<file path="src/rtl/ssp_pkg.sv">
package ssp_pkg;
  // positions of the host pins on the synchroniser bus
  localparam int PIN_SCLK = 0;
  localparam int PIN_CS   = 1;
  localparam int PIN_RD   = 2;
  localparam int PIN_SDIN = 3;
  localparam int NPINS    = 4;
  // reset level of each pin: chip-select and read idle high
  localparam logic [NPINS-1:0] PIN_IDLE = 4'b0110;
endpackage

</file>
<file path="src/rtl/ssp_sync.sv">
module ssp_sync #(
  parameter int N      = 4,
  parameter int STAGES = 2,
  parameter logic [N-1:0] RST_VAL = '0
) (
  input  logic         clk,
  input  logic         rst_n,
  input  logic [N-1:0] d,
  output logic [N-1:0] q
);
  logic [N-1:0] pipe [STAGES];

  for (genvar s = 0; s < STAGES; s++) begin : g_stage
    always_ff @(posedge clk or negedge rst_n) begin
      if (!rst_n)      pipe[s] <= RST_VAL;
      else if (s == 0) pipe[s] <= d;
      else             pipe[s] <= pipe[(s == 0) ? 0 : s-1];
    end
  end

  assign q = pipe[STAGES-1];
endmodule

</file>
<file path="src/rtl/ssp_edge.sv">
module ssp_edge #(
  parameter int N = 2,
  parameter logic [N-1:0] RST_VAL = '0
) (
  input  logic         clk,
  input  logic         rst_n,
  input  logic [N-1:0] lvl,
  output logic [N-1:0] rise,
  output logic [N-1:0] fall
);
  logic [N-1:0] prev;

  always_ff @(posedge clk or negedge rst_n) begin
    if (!rst_n) prev <= RST_VAL;
    else        prev <= lvl;
  end

  for (genvar i = 0; i < N; i++) begin : g_bit
    assign rise[i] = lvl[i] & ~prev[i];
    assign fall[i] = ~lvl[i] & prev[i];
  end
endmodule

</file>
<file path="src/rtl/ssp_shifter.sv">
module ssp_shifter #(
  parameter int WIDTH = 16,
  localparam int CW = $clog2(WIDTH + 1)
) (
  input  logic             clk,
  input  logic             rst_n,
  input  logic             load,
  input  logic [WIDTH-1:0] load_word,
  input  logic             shift,
  input  logic             capture,
  input  logic             sdin_bit,
  input  logic             zero_fill,
  input  logic             clr_cnt,
  output logic             msb,
  output logic             idle,
  output logic             done
);
  logic [WIDTH-1:0] shreg;
  logic [CW-1:0]    cnt;
  logic             cap;

  // chained bit taken on the edge opposite to the shift edge
  always_ff @(posedge clk or negedge rst_n) begin
    if (!rst_n)       cap <= 1'b0;
    else if (capture) cap <= zero_fill ? 1'b0 : sdin_bit;
  end

  always_ff @(posedge clk or negedge rst_n) begin
    if (!rst_n) begin
      shreg <= '0;
      cnt   <= '0;
    end else if (load) begin
      shreg <= load_word;
      cnt   <= '0;
    end else if (shift) begin
      shreg <= {shreg[WIDTH-2:0], cap};
      if (cnt != CW'(WIDTH)) cnt <= cnt + 1'b1;
    end else if (clr_cnt) begin
      cnt <= '0;
    end
  end

  assign msb  = shreg[WIDTH-1];
  assign idle = (cnt == '0);
  assign done = (cnt == CW'(WIDTH));

  assert_cnt_bound_R4: assert property (@(posedge clk) disable iff (!rst_n)
    cnt <= CW'(WIDTH));

  assert_hold_without_edge_R5: assert property (@(posedge clk) disable iff (!rst_n)
    (!$past(load) && !$past(shift)) |-> $stable(shreg));
endmodule

</file>
<file path="src/rtl/ssp_rderr.sv">
module ssp_rderr (
  input  logic clk,
  input  logic rst_n,
  input  logic en,
  input  logic busy,
  input  logic start,
  input  logic done,
  output logic rderror
);
  logic busy_q;
  logic pending;
  logic busy_fall;

  assign busy_fall = busy_q & ~busy;

  always_ff @(posedge clk or negedge rst_n) begin
    if (!rst_n) begin
      busy_q  <= 1'b0;
      pending <= 1'b0;
      rderror <= 1'b0;
    end else begin
      busy_q  <= busy;
      rderror <= en & busy_fall & pending;
      if (busy_fall || done) pending <= 1'b0;
      else if (start && busy) pending <= 1'b1;
    end
  end

  assert_err_one_cycle_R9: assert property (@(posedge clk) disable iff (!rst_n)
    rderror |=> !rderror);

  assert_err_after_fall_R8: assert property (@(posedge clk) disable iff (!rst_n)
    rderror |-> (!$past(busy) && $past(busy, 2)));

  assert_err_needs_slave_R2: assert property (@(posedge clk) disable iff (!rst_n)
    rderror |-> $past(en));
endmodule

</file>
<file path="src/rtl/ssp_slave_port.sv">
module ssp_slave_port
  import ssp_pkg::*;
#(
  parameter int WIDTH       = 16,
  parameter int SYNC_STAGES = 2
) (
  input  logic             clk,
  input  logic             rst_n,
  input  logic             ext_sel,
  input  logic             sclk,
  input  logic             cs_n,
  input  logic             rd_n,
  input  logic             sdin,
  input  logic             busy,
  input  logic             res_valid,
  input  logic [WIDTH-1:0] res_data,
  output logic             sdout,
  output logic             rderror
);
  logic [NPINS-1:0] pins_s;
  logic [1:0]       rise, fall;
  logic [WIDTH-1:0] held;
  logic             active, load, msb, idle, done;

  ssp_sync #(.N(NPINS), .STAGES(SYNC_STAGES), .RST_VAL(PIN_IDLE)) u_sync (
    .clk(clk), .rst_n(rst_n),
    .d({sdin, rd_n, cs_n, sclk}),
    .q(pins_s)
  );

  // bit 0: serial clock, bit 1: chip-select
  ssp_edge #(.N(2), .RST_VAL(2'b10)) u_edge (
    .clk(clk), .rst_n(rst_n),
    .lvl({pins_s[PIN_CS], pins_s[PIN_SCLK]}),
    .rise(rise), .fall(fall)
  );

  always_ff @(posedge clk or negedge rst_n) begin
    if (!rst_n)         held <= '0;
    else if (res_valid) held <= res_data;
  end

  assign active = ext_sel & ~pins_s[PIN_CS] & ~pins_s[PIN_RD];
  assign load   = ext_sel & fall[1] & idle;

  ssp_shifter #(.WIDTH(WIDTH)) u_shift (
    .clk(clk), .rst_n(rst_n),
    .load(load), .load_word(held),
    .shift(active & fall[0]),
    .capture(active & rise[0]),
    .sdin_bit(pins_s[PIN_SDIN]),
    .zero_fill(busy),
    .clr_cnt(rise[1]),
    .msb(msb), .idle(idle), .done(done)
  );

  ssp_rderr u_err (
    .clk(clk), .rst_n(rst_n),
    .en(ext_sel), .busy(busy),
    .start(load), .done(done),
    .rderror(rderror)
  );

  assign sdout = active & msb;

  assert_sdout_gate_R3: assert property (@(posedge clk) disable iff (!rst_n)
    sdout |-> (!pins_s[PIN_CS] && !pins_s[PIN_RD] && ext_sel));
endmodule

</file>
<file path="config.mk">
export PLATFORM = sky130hd
export DESIGN_NAME = ssp_slave_port
export DESIGN_NICKNAME = d
export VERILOG_FILES = /design/src/rtl/ssp_pkg.sv /design/src/rtl/ssp_sync.sv /design/src/rtl/ssp_edge.sv /design/src/rtl/ssp_shifter.sv /design/src/rtl/ssp_rderr.sv /design/src/rtl/ssp_slave_port.sv
export SDC_FILE = /design/constraint.sdc
export NUM_CORES = 1
export LEC_CHECK = 0
export BUFFER_PORTS_ARGS = -buffer_cell sky130_fd_sc_hd__clkbuf_2
export CAP_MARGIN = 15
export CORE_AREA = 2 2 63 65
export DETAILED_ROUTE_END_ITERATION = 7
export DIE_AREA = 0 0 65 67
export GPL_TIMING_DRIVEN = 0
export PLACE_DENSITY = 0.88
export SETUP_SLACK_MARGIN = 0.5
export SLEW_MARGIN = 20
export SYNTH_ARGS = -nofsm -noshare
export SYNTH_HDL_FRONTEND = slang
export SYNTH_SLANG_ARGS = --single-unit
</file>
<file path="constraint.sdc">
create_clock -name clk -period 3 [get_ports clk]
set_input_delay 0.6 -clock clk [delete_from_list [all_inputs] [get_ports clk]]
set_output_delay 0.6 -clock clk [all_outputs]
set_load 0.01 [all_outputs]
</file>
# After elaboration in Yosys (flattened, before gate mapping)

Cells that the tools add are included.

Register bits after elaboration: 51
Input bits: 25
Output and inout bits: 2
Logic and storage cells: 50

Bitwise gates (word level): 20
$add $sub $neg: 1
Reductions and logical operators: 7
Multiplexer cells: 9
Eq/ne operators: 3

Operators by type and width:

| cell                                                             | number |
|---|---|
| 16-bit two-way mux                                               | 2 |
| 5-bit two-way mux                                                | 4 |
| 1-bit AND                                                        | 14 |
| 1-bit NOT                                                        | 6 |
| 5-bit by 1-bit adder with 5-bit output (second input constant)   | 1 |
| 5-bit == test (second input constant)                            | 1 |
| 5-bit logical NOT                                                | 1 |
| 5-bit != test (second input constant)                            | 1 |
| 2-bit nonzero test                                               | 2 |
| 1-bit two-way mux                                                | 3 |
| 3-bit by 2-bit != test with 1-bit output (second input constant) | 1 |
| 3-bit nonzero test                                               | 1 |
| 2-bit AND reduction                                              | 1 |
| 1-bit logical AND                                                | 1 |
| 1-bit logical OR                                                 | 1 |

# Depth between registers and ports, before layout

Gate-level depths: netlist (run 1).

Depth after elaboration: 7
Gate-level depth with buffers: 7
Mapped depth without buffers: 6

# By module

A second synthesis (run 1) with hierarchy kept.

Cell total of the unflattened synthesis: 174
Area total of the unflattened synthesis: 2229.6 um^2

By module, submodules not included:

| module         | area each (um^2) | instances | cells an instance | seq. area each (um^2) |
|---|---|---|---|---|
| ssp_shifter    | 1116.1           | 1         | 110               | 550.5 |
| ssp_slave_port | 685.7            | 1         | 38                | 400.4 |
| ssp_sync       | 235.2            | 1         | 12                | 205.2 |
| ssp_rderr      | 106.4            | 1         | 8                 | 75.1 |
| ssp_edge       | 86.3             | 1         | 6                 | 51.3 |

# Least setup slack after synthesis (run 1)

OpenSTA, ideal clock, no wires.

Path kind: in2out
Start point: input ext_sel
End point: output sdout
Setup slack: 1415 ps
Buffers on the path: 0
Data required time: 2400 ps
Arrival time: 985 ps
Cell stages on the path: 2
Cell sequence: nor3b_2 and2_1

Cells in the longest elaborated chain, start to end: 3

RTL lines:

| element                 | RTL line             | text |
|---|---|---|
| start: declaration      | ssp_slave_port.sv:9  | `input logic ext_sel,` |
| 1-bit AND (2 in series) | ssp_slave_port.sv:43 | `assign active = ext_sel & ~pins_s[PIN_CS] & ~pins_s[PIN_RD];` |
| 1-bit AND               | ssp_slave_port.sv:64 | `assign sdout = active & msb;` |
| end: declaration        | ssp_slave_port.sv:17 | `output logic sdout,` |

No other way between the ends.

# Worst setup path after layout (run 1)

Start point: register u_sync.pipe (netlist bit u_sync.q[1])
End point: output sdout

Cells in the longest elaborated chain, start to end: 4

RTL lines:

| element                          | RTL line             | text |
|---|---|---|
| start: declaration               | ssp_sync.sv:11       | `logic [N-1:0] pipe [STAGES];` |
| start signal: indexed assignment | ssp_sync.sv:17       | `else pipe[s] <= pipe[(s == 0) ? 0 : s-1];` |
| 1-bit NOT                        | ssp_slave_port.sv:43 |  |
| 1-bit AND (2 in series)          | ssp_slave_port.sv:43 |  |
| 1-bit AND                        | ssp_slave_port.sv:64 |  |

No other way between the ends.

==> results of run 1 <==
==> flip-flops by register name, summed over array words and instances (netlist names) <==
| register | count |
|---|---|
| held | 16 |
| u_edge.prev | 2 |
| u_err.busy_q | 1 |
| u_err.pending | 1 |
| u_err.rderror | 1 |
| u_shift.cap | 1 |
| u_shift.cnt | 5 |
| u_shift.shreg | 16 |
| u_sync.pipe | 4 |
| u_sync.q | 4 |
==> cells by family after synthesis <==
kind of cell | synth area share, %
compound gates | 8.273
flops | 61.01
fa+ha+maj | 1.190
buf+inv | 3.511
mux | 8.571
simple gates | 17.44
==> worst max-delay path by stage <==
stage	startpoint	endpoint	slack [ps]	depth (start not counted)
floorplan	ext_sel	sdout	1420	2
global placement	ext_sel	sdout	1190	4
detailed placement	ext_sel	sdout	1140	4
CTS	u_sync.q[1]	sdout	1120	3
global route	u_sync.q[1]	sdout	1040	3
finish	u_sync.q[1]	sdout	1140	3
==> power by group through the flow <==
stage | sequential, mW | combinational [mW] | clock, mW
floorplan | 0.905 | 0.185 | 0
global placement | 0.924 | 0.236 | 0
detailed placement | 0.934 | 0.246 | 0
CTS | 0.921 | 0.250 | 0.555
global route | 0.939 | 0.283 | 0.587
finish | 0.924 | 0.249 | 0.549
==> Yosys cell counts <==
master    instances  area share, %
o21ai_0           1           0.24
and4bb_1          1           0.60
inv_1             3           0.54
o21ai_1           1           0.24
or4_1             1           0.36
buf_6             2            1.1
mux2_2           10            5.4
o21a_1            1           0.36
a31oi_1          19            5.7
buf_4             1           0.36
ha_1              2            1.2
nand4_1           3           0.89
nor2b_1           2           0.60
and4b_1           1           0.48
nor3b_2           2            1.2
clkbuf_1          1           0.18
nand2b_1          1           0.30
nand3b_1          2           0.71
and3b_1           1           0.42
and2_1            2           0.60
or2b_1            1           0.36
mux2_1            6            3.2
dfstp_2           5            6.3
nand2_2           1           0.30
nor2_1           16            2.9
dfrtp_1          46             55
buf_1             1           0.18
a41oi_1           1           0.42
a21oi_1           1           0.24
nand3_1           5            1.2
buf_2             5            1.2
o311ai_1          1           0.42
o211ai_1          2           0.71
nand2_1          37            6.6
==> layout make-up <==
class                      instances  area (sq um)  area share [%]
sequential                        51          1282           52.94
tap                               48         60.06           2.479
buffer                            10         62.56           2.583
inverter                           3         11.26          0.4649
multi-input combinational        121         745.7           30.79
clock inverter                     2         60.06           2.479
clock buffer                       6         72.57           2.996
timing repair buffer              25         127.6           5.269
==> through the flow <==
step,hold slack [ps],utilization [%]
after detailed placement,341.9,63.50
after CTS,359.5,67.18
after global placement,332.8,63.43
after floorplan,304.4,-
after global routing,359.1,67.18
final,352.0,67.18
==> cell usage in the layout (no fill, tap or decap), types with 3 or more instances in the layout <==
cell	synthesis	routed
mux2_2	10	10
inv_1	3	3
nand4_1	3	3
dfrtp_1	46	46
clkbuf_2	0	24
buf_2	5	5
a31oi_1	19	19
nand3_1	5	5
mux2_1	6	6
dfstp_2	5	5
nor2_1	16	16
clkbuf_8	0	5
nand2_1	37	37
==> critical path: stages, from the launching register on <==
cell	delay [ps]
dfstp_2	390
nor3b_2	280
and2_1	170
clkbuf_2	120
==> routing by layer <==
metal | vias to the layer above | wire (um)
li1 | 708 | -
met1 | 728 | 1610
met2 | 57 | 1860
met3 | 8 | 192
met4 | 0 | 73
met5 | - | 0
==> results_dict.tcl, run 1 <==
set metrics [dict create \
    run_status "finished, final reports clean" \
    synth.net_count 212 \
    nFillCells 285 \
    drv_slew 0 \
    grt_pass1_wl_mm 6.403 \
    power_mw 1.721 \
    grt_remaining_overflow 0 \
    cts.htree.levels 2 \
    antenna_found_initial 0 \
    antennaDiodeCount 0 \
    instances_no_fill 266 \
    initial_core_util_pct 58.29 \
    rsz0062_at_grt "no" \
    worstPathArrival_ps 1260 \
    drc_errors 0 \
    dpl-instance-area_sq_mm 0.002290 \
    postSynthCellCount 185 \
    pwr-share-comb_pct 14.5 \
    core_region_area_sq_mm 0.003606 \
    die_h_um 67 \
    path_clk_slew_ps 90 \
    reg2reg_slack_ps 1280 \
    ios 27 \
    setup_violations 0 \
    post_cts_resized 0 \
    synth_area_sq_mm 0.002102 \
    rr_startpoint "u_shift.cnt[0]" \
    intPower_mw 1.290 \
    switching_share_pct 25.06 \
    maxCapViolCount 0 \
    path_class "reg -> out" \
    drt-pass1-iter-count 4 \
    cts_root_buf "clkbuf_8" \
    slew_headroom_pct 56.70 \
    ys_types 34 \
    setup_ws_ps 1141 \
    p_leak_nw 1.103 \
    met1_usage_pct 25.74 \
    cts_tree "done" \
    syn2layout_area_growth_pct 15.24 \
    vdd_drop_max_uv 535.3 \
    num_rows 22 \
    dp_hpwl_mm 2.521 \
    synth_seq_cells 51 \
    start_kind "flip-flop" \
    grt_start_max_net_pins 52 \
    ant_nets 0 \
    clockPowerShare_pct 31.9 \
    die_x_um 65 \
    nets 244 \
    postSynthAreaPerCell_sq_um 11.36 \
    via_count 1501 \
    grt_usage_pct 19.61 \
    gp_congestion 0.7945 \
    tightest_slew_ps 649.5 \
    via_per_inst 5.643 \
    hold_buffers 0 \
    seq_power_share_pct 53.7 \
    drtIter0Drc 90 \
    p_switching_mw 0.4314 \
    pre_cts_ws_ps 1141 \
    critPathMaxFanout 4 \
    wl_per_cell_um 14.05 \
    io_buffers 25 \
    top_usage_layer "met2" \
    grt_pass1_vias 1442 \
    skew_ps 7.438 \
    period_share_pct 61.98 \
    finalSetupTns_ps 0 \
    cts.sink_count 51 \
    insertion_delay_ps 300 \
    fin_crit_ps 1859 \
    cts_buffer_depth 2 \
    yosysSeqAreaShare_pct 61.01 \
    r2r_cells 6 \
    cp-end-kind "output pin" \
    hold_class "in -> async" \
    numCtsBuffers 5 \
    critPathRequiredTime_ps 2400 \
    hold_violations 0 \
    design.die.area_sq_mm 0.004355 \
    grtUsageMet2_pct 31.31 \
    fmax_mhz 537.8 \
    r2r_end "u_shift.shreg[14]" \
    drive_gt1_share_pct 26.61 \
    met3_usage_pct 4.054 \
    post-cts-setup-buffer-count 0 \
    ys_warn_count 0 \
    stdcell_area_sq_mm 0.002422 \
    power_density_mw_per_mm2 710.6 \
    wirelength_mm 3.736 \
    dp_cells 258 \
]
Power figures use the tool's default switching activity.
==> inputs of run 2 (changes only) <==
Settings changed: CORE_AREA 2 2 63 65 to 2 2 65 67, DIE_AREA 0 0 65 67 to 0 0 67 69, PLACE_DENSITY 0.88 to 0.84.
Clock period 3 ns to 1.9 ns, I/O delays scaled along.
==> run 2 against run 1 <==
Net effect: total power rose by 58%; via count rose by 4.1%; count of clock-buffer cells in the layout did not move; sequential share of layout area fell by 4.7 points; combinational power rose by 110%; clock skew rose by 0.75 ps.
==> results_dict.tcl, run 2 (same netlist as run 1, synthesis figures left out) <==
set metrics [dict create \
    utilization_pct 67.93 \
    wl_per_cell_um 15.73 \
    wirelength_mm 4.451 \
    die_x_um 67 \
    pwr-share-comb_pct 19.5 \
    hold_violations 0 \
    grt_pass1_wl_mm 7.320 \
    tightest_slew_ps 655.3 \
    drt-pass1-iter-count 4 \
    grt_remaining_overflow 0 \
    dr.max_layer_used "met4" \
    io_buffers 25 \
    slew_headroom_pct 56.31 \
    layout_common_cells "dfrtp_1, nand2_1, clkbuf_2" \
    period_share_pct 81.56 \
    wl_met2_mm 2.320 \
    drive_gt1_share_pct 40.34 \
    fin_crit_ps 1550 \
    cts_root_buf "clkbuf_8" \
    seq_power_share_pct 53.7 \
    start_kind "flip-flop" \
    p_leak_nw 1.209 \
    syn2layout_area_growth_pct 26.49 \
    drc_errors 0 \
    setup_violations 0 \
    layout_commonest_cell "dfrtp_1" \
    cp_common_cell "buf_6" \
    initial_core_util_pct 53.71 \
    die_h_um 69 \
    switching_share_pct 27.13 \
    grt_start_max_net_pins 52 \
    numCtsBuffers 5 \
    maxCapViolCount 0 \
    crit_chain "buf_6 > and4bb_2 > nand2_4 > buf_6 > nor2_2 > a31oi_1" \
    path_clk_slew_ps 90 \
    fmax_mhz 645.3 \
    grt_pass1_vias 1553 \
    intPower_mw 1.979 \
    cp-end-kind "flip-flop" \
    critPathRequiredTime_ps 2130 \
    nets 260 \
    via_per_inst 5.523 \
    via_count 1563 \
    drv_slew 0 \
    power_density_mw_per_mm2 1022 \
    ios 27 \
    slowest_stage "dfstp_2" \
    wl_met1_mm 1.815 \
    skew_ps 8.189 \
    rsz0062_at_grt "yes" \
    ant_nets 0 \
    run_status "finished, final reports clean" \
    finalSetupTns_ps 0 \
    grt_usage_pct 21.19 \
    cts.sink_count 51 \
    worstPathArrival_ps 1780 \
    antenna_found_initial 0 \
    num_rows 23 \
    cts_tree "done" \
    dp_hpwl_mm 2.528 \
    drtIter0Drc 58 \
    cts.htree.levels 2 \
    p_switching_mw 0.7368 \
    core_region_area_sq_mm 0.003914 \
    gp_congestion 0.8008 \
    insertion_delay_ps 310 \
    reg_top3 "held x16, u_shift.shreg x16, u_shift.cnt x5" \
    hold_class "in -> async" \
    vdd_drop_max_uv 661.8 \
    cts_buffer_depth 2 \
    design.die.area_sq_mm 0.004623 \
    slowest_delay_ps 570 \
    path_class "reg -> reg" \
    clockPowerShare_pct 26.8 \
    critPathMaxFanout 8 \
    antennaDiodeCount 0 \
    met3_length_um 197 \
]
## run 2: cell type report
class	count	area, sq um
fillers	292	1255
plain buffers	10	95.09
well taps	50	62.56
multi-input cells	121	830.8
clock buffers	6	72.57
inverters	3	11.26
clock inverters	1	30.03
flip-flops and latches	51	1282
repair buffers	41	274.0
## run 2: per-stage QoR
step / hold slack (ps) / std cells / instance area (sq um) / worst slack (ps) / total power [mW]
floorplan: 84.41 / 185 / 2110 / 508.6 / 1.732
global placement: 333.7 / 260 / 2297 / 320.3 / 1.844
detailed placement: 334.7 / 260 / 2300 / 279.0 / 1.871
CTS: 140.7 / 279 / 2587 / 351.0 / 2.678
global route: 131.9 / 283 / 2659 / 287.4 / 2.853
finish: 123.4 / 283 / 2659 / 350.3 / 2.716
## run 2: layer usage
metal | GRT usage [%] | vias to the layer above
met5 | 0 | -
met1 | 28.56 | 761
met4 | 10.88 | 0
met2 | 31.46 | 48
li1 | - | 741
met3 | 5.383 | 13
## run 2: path summary, 6_finish.rpt
path                                start                 to  slack [ps]  cells past startpoint
setup / recovery              u_sync.q[1]   u_shift.shreg[9]         350                      6
hold / removal                      rst_n  u_shift.shreg[12]         120                      1
setup reg to reg              u_sync.q[1]   u_shift.shreg[9]         350                      6
hold reg to reg            u_sync.pipe[7]        u_sync.q[3]         350                      0
max in group asynchronous           rst_n            held[7]        1350                      1
min in group clk                     rd_n     u_sync.pipe[6]         150                      1
## run 2: timing repair
action | CTS | global route
buffers inserted | 8 | 4
endpoints found under the setup margin | 22 | 23
hold buffers | 0 | 0
pin swaps | 15 | 5
gates resized for setup | 29 | 15
gates cloned | 4 | 0
## run 2: power by group through the flow
stage                     clock network (mW)  registers (mW)  logic, mW
final                                  0.729            1.46      0.530
after CTS                              0.735            1.44      0.503
after floorplan                            0            1.43      0.303
after global placement                     0            1.46      0.385
after detailed placement                   0            1.47      0.406
after global routing                   0.776            1.48      0.596
## run 2: worst max-delay path, delay by kind of cell, from the launching register on
family | cells | cell delay [ps]
buffers and inverters | 2 | 260
DFF | 1 | 570
AOI/OAI and AO/OA | 1 | 160
and+or+nand+nor | 3 | 470
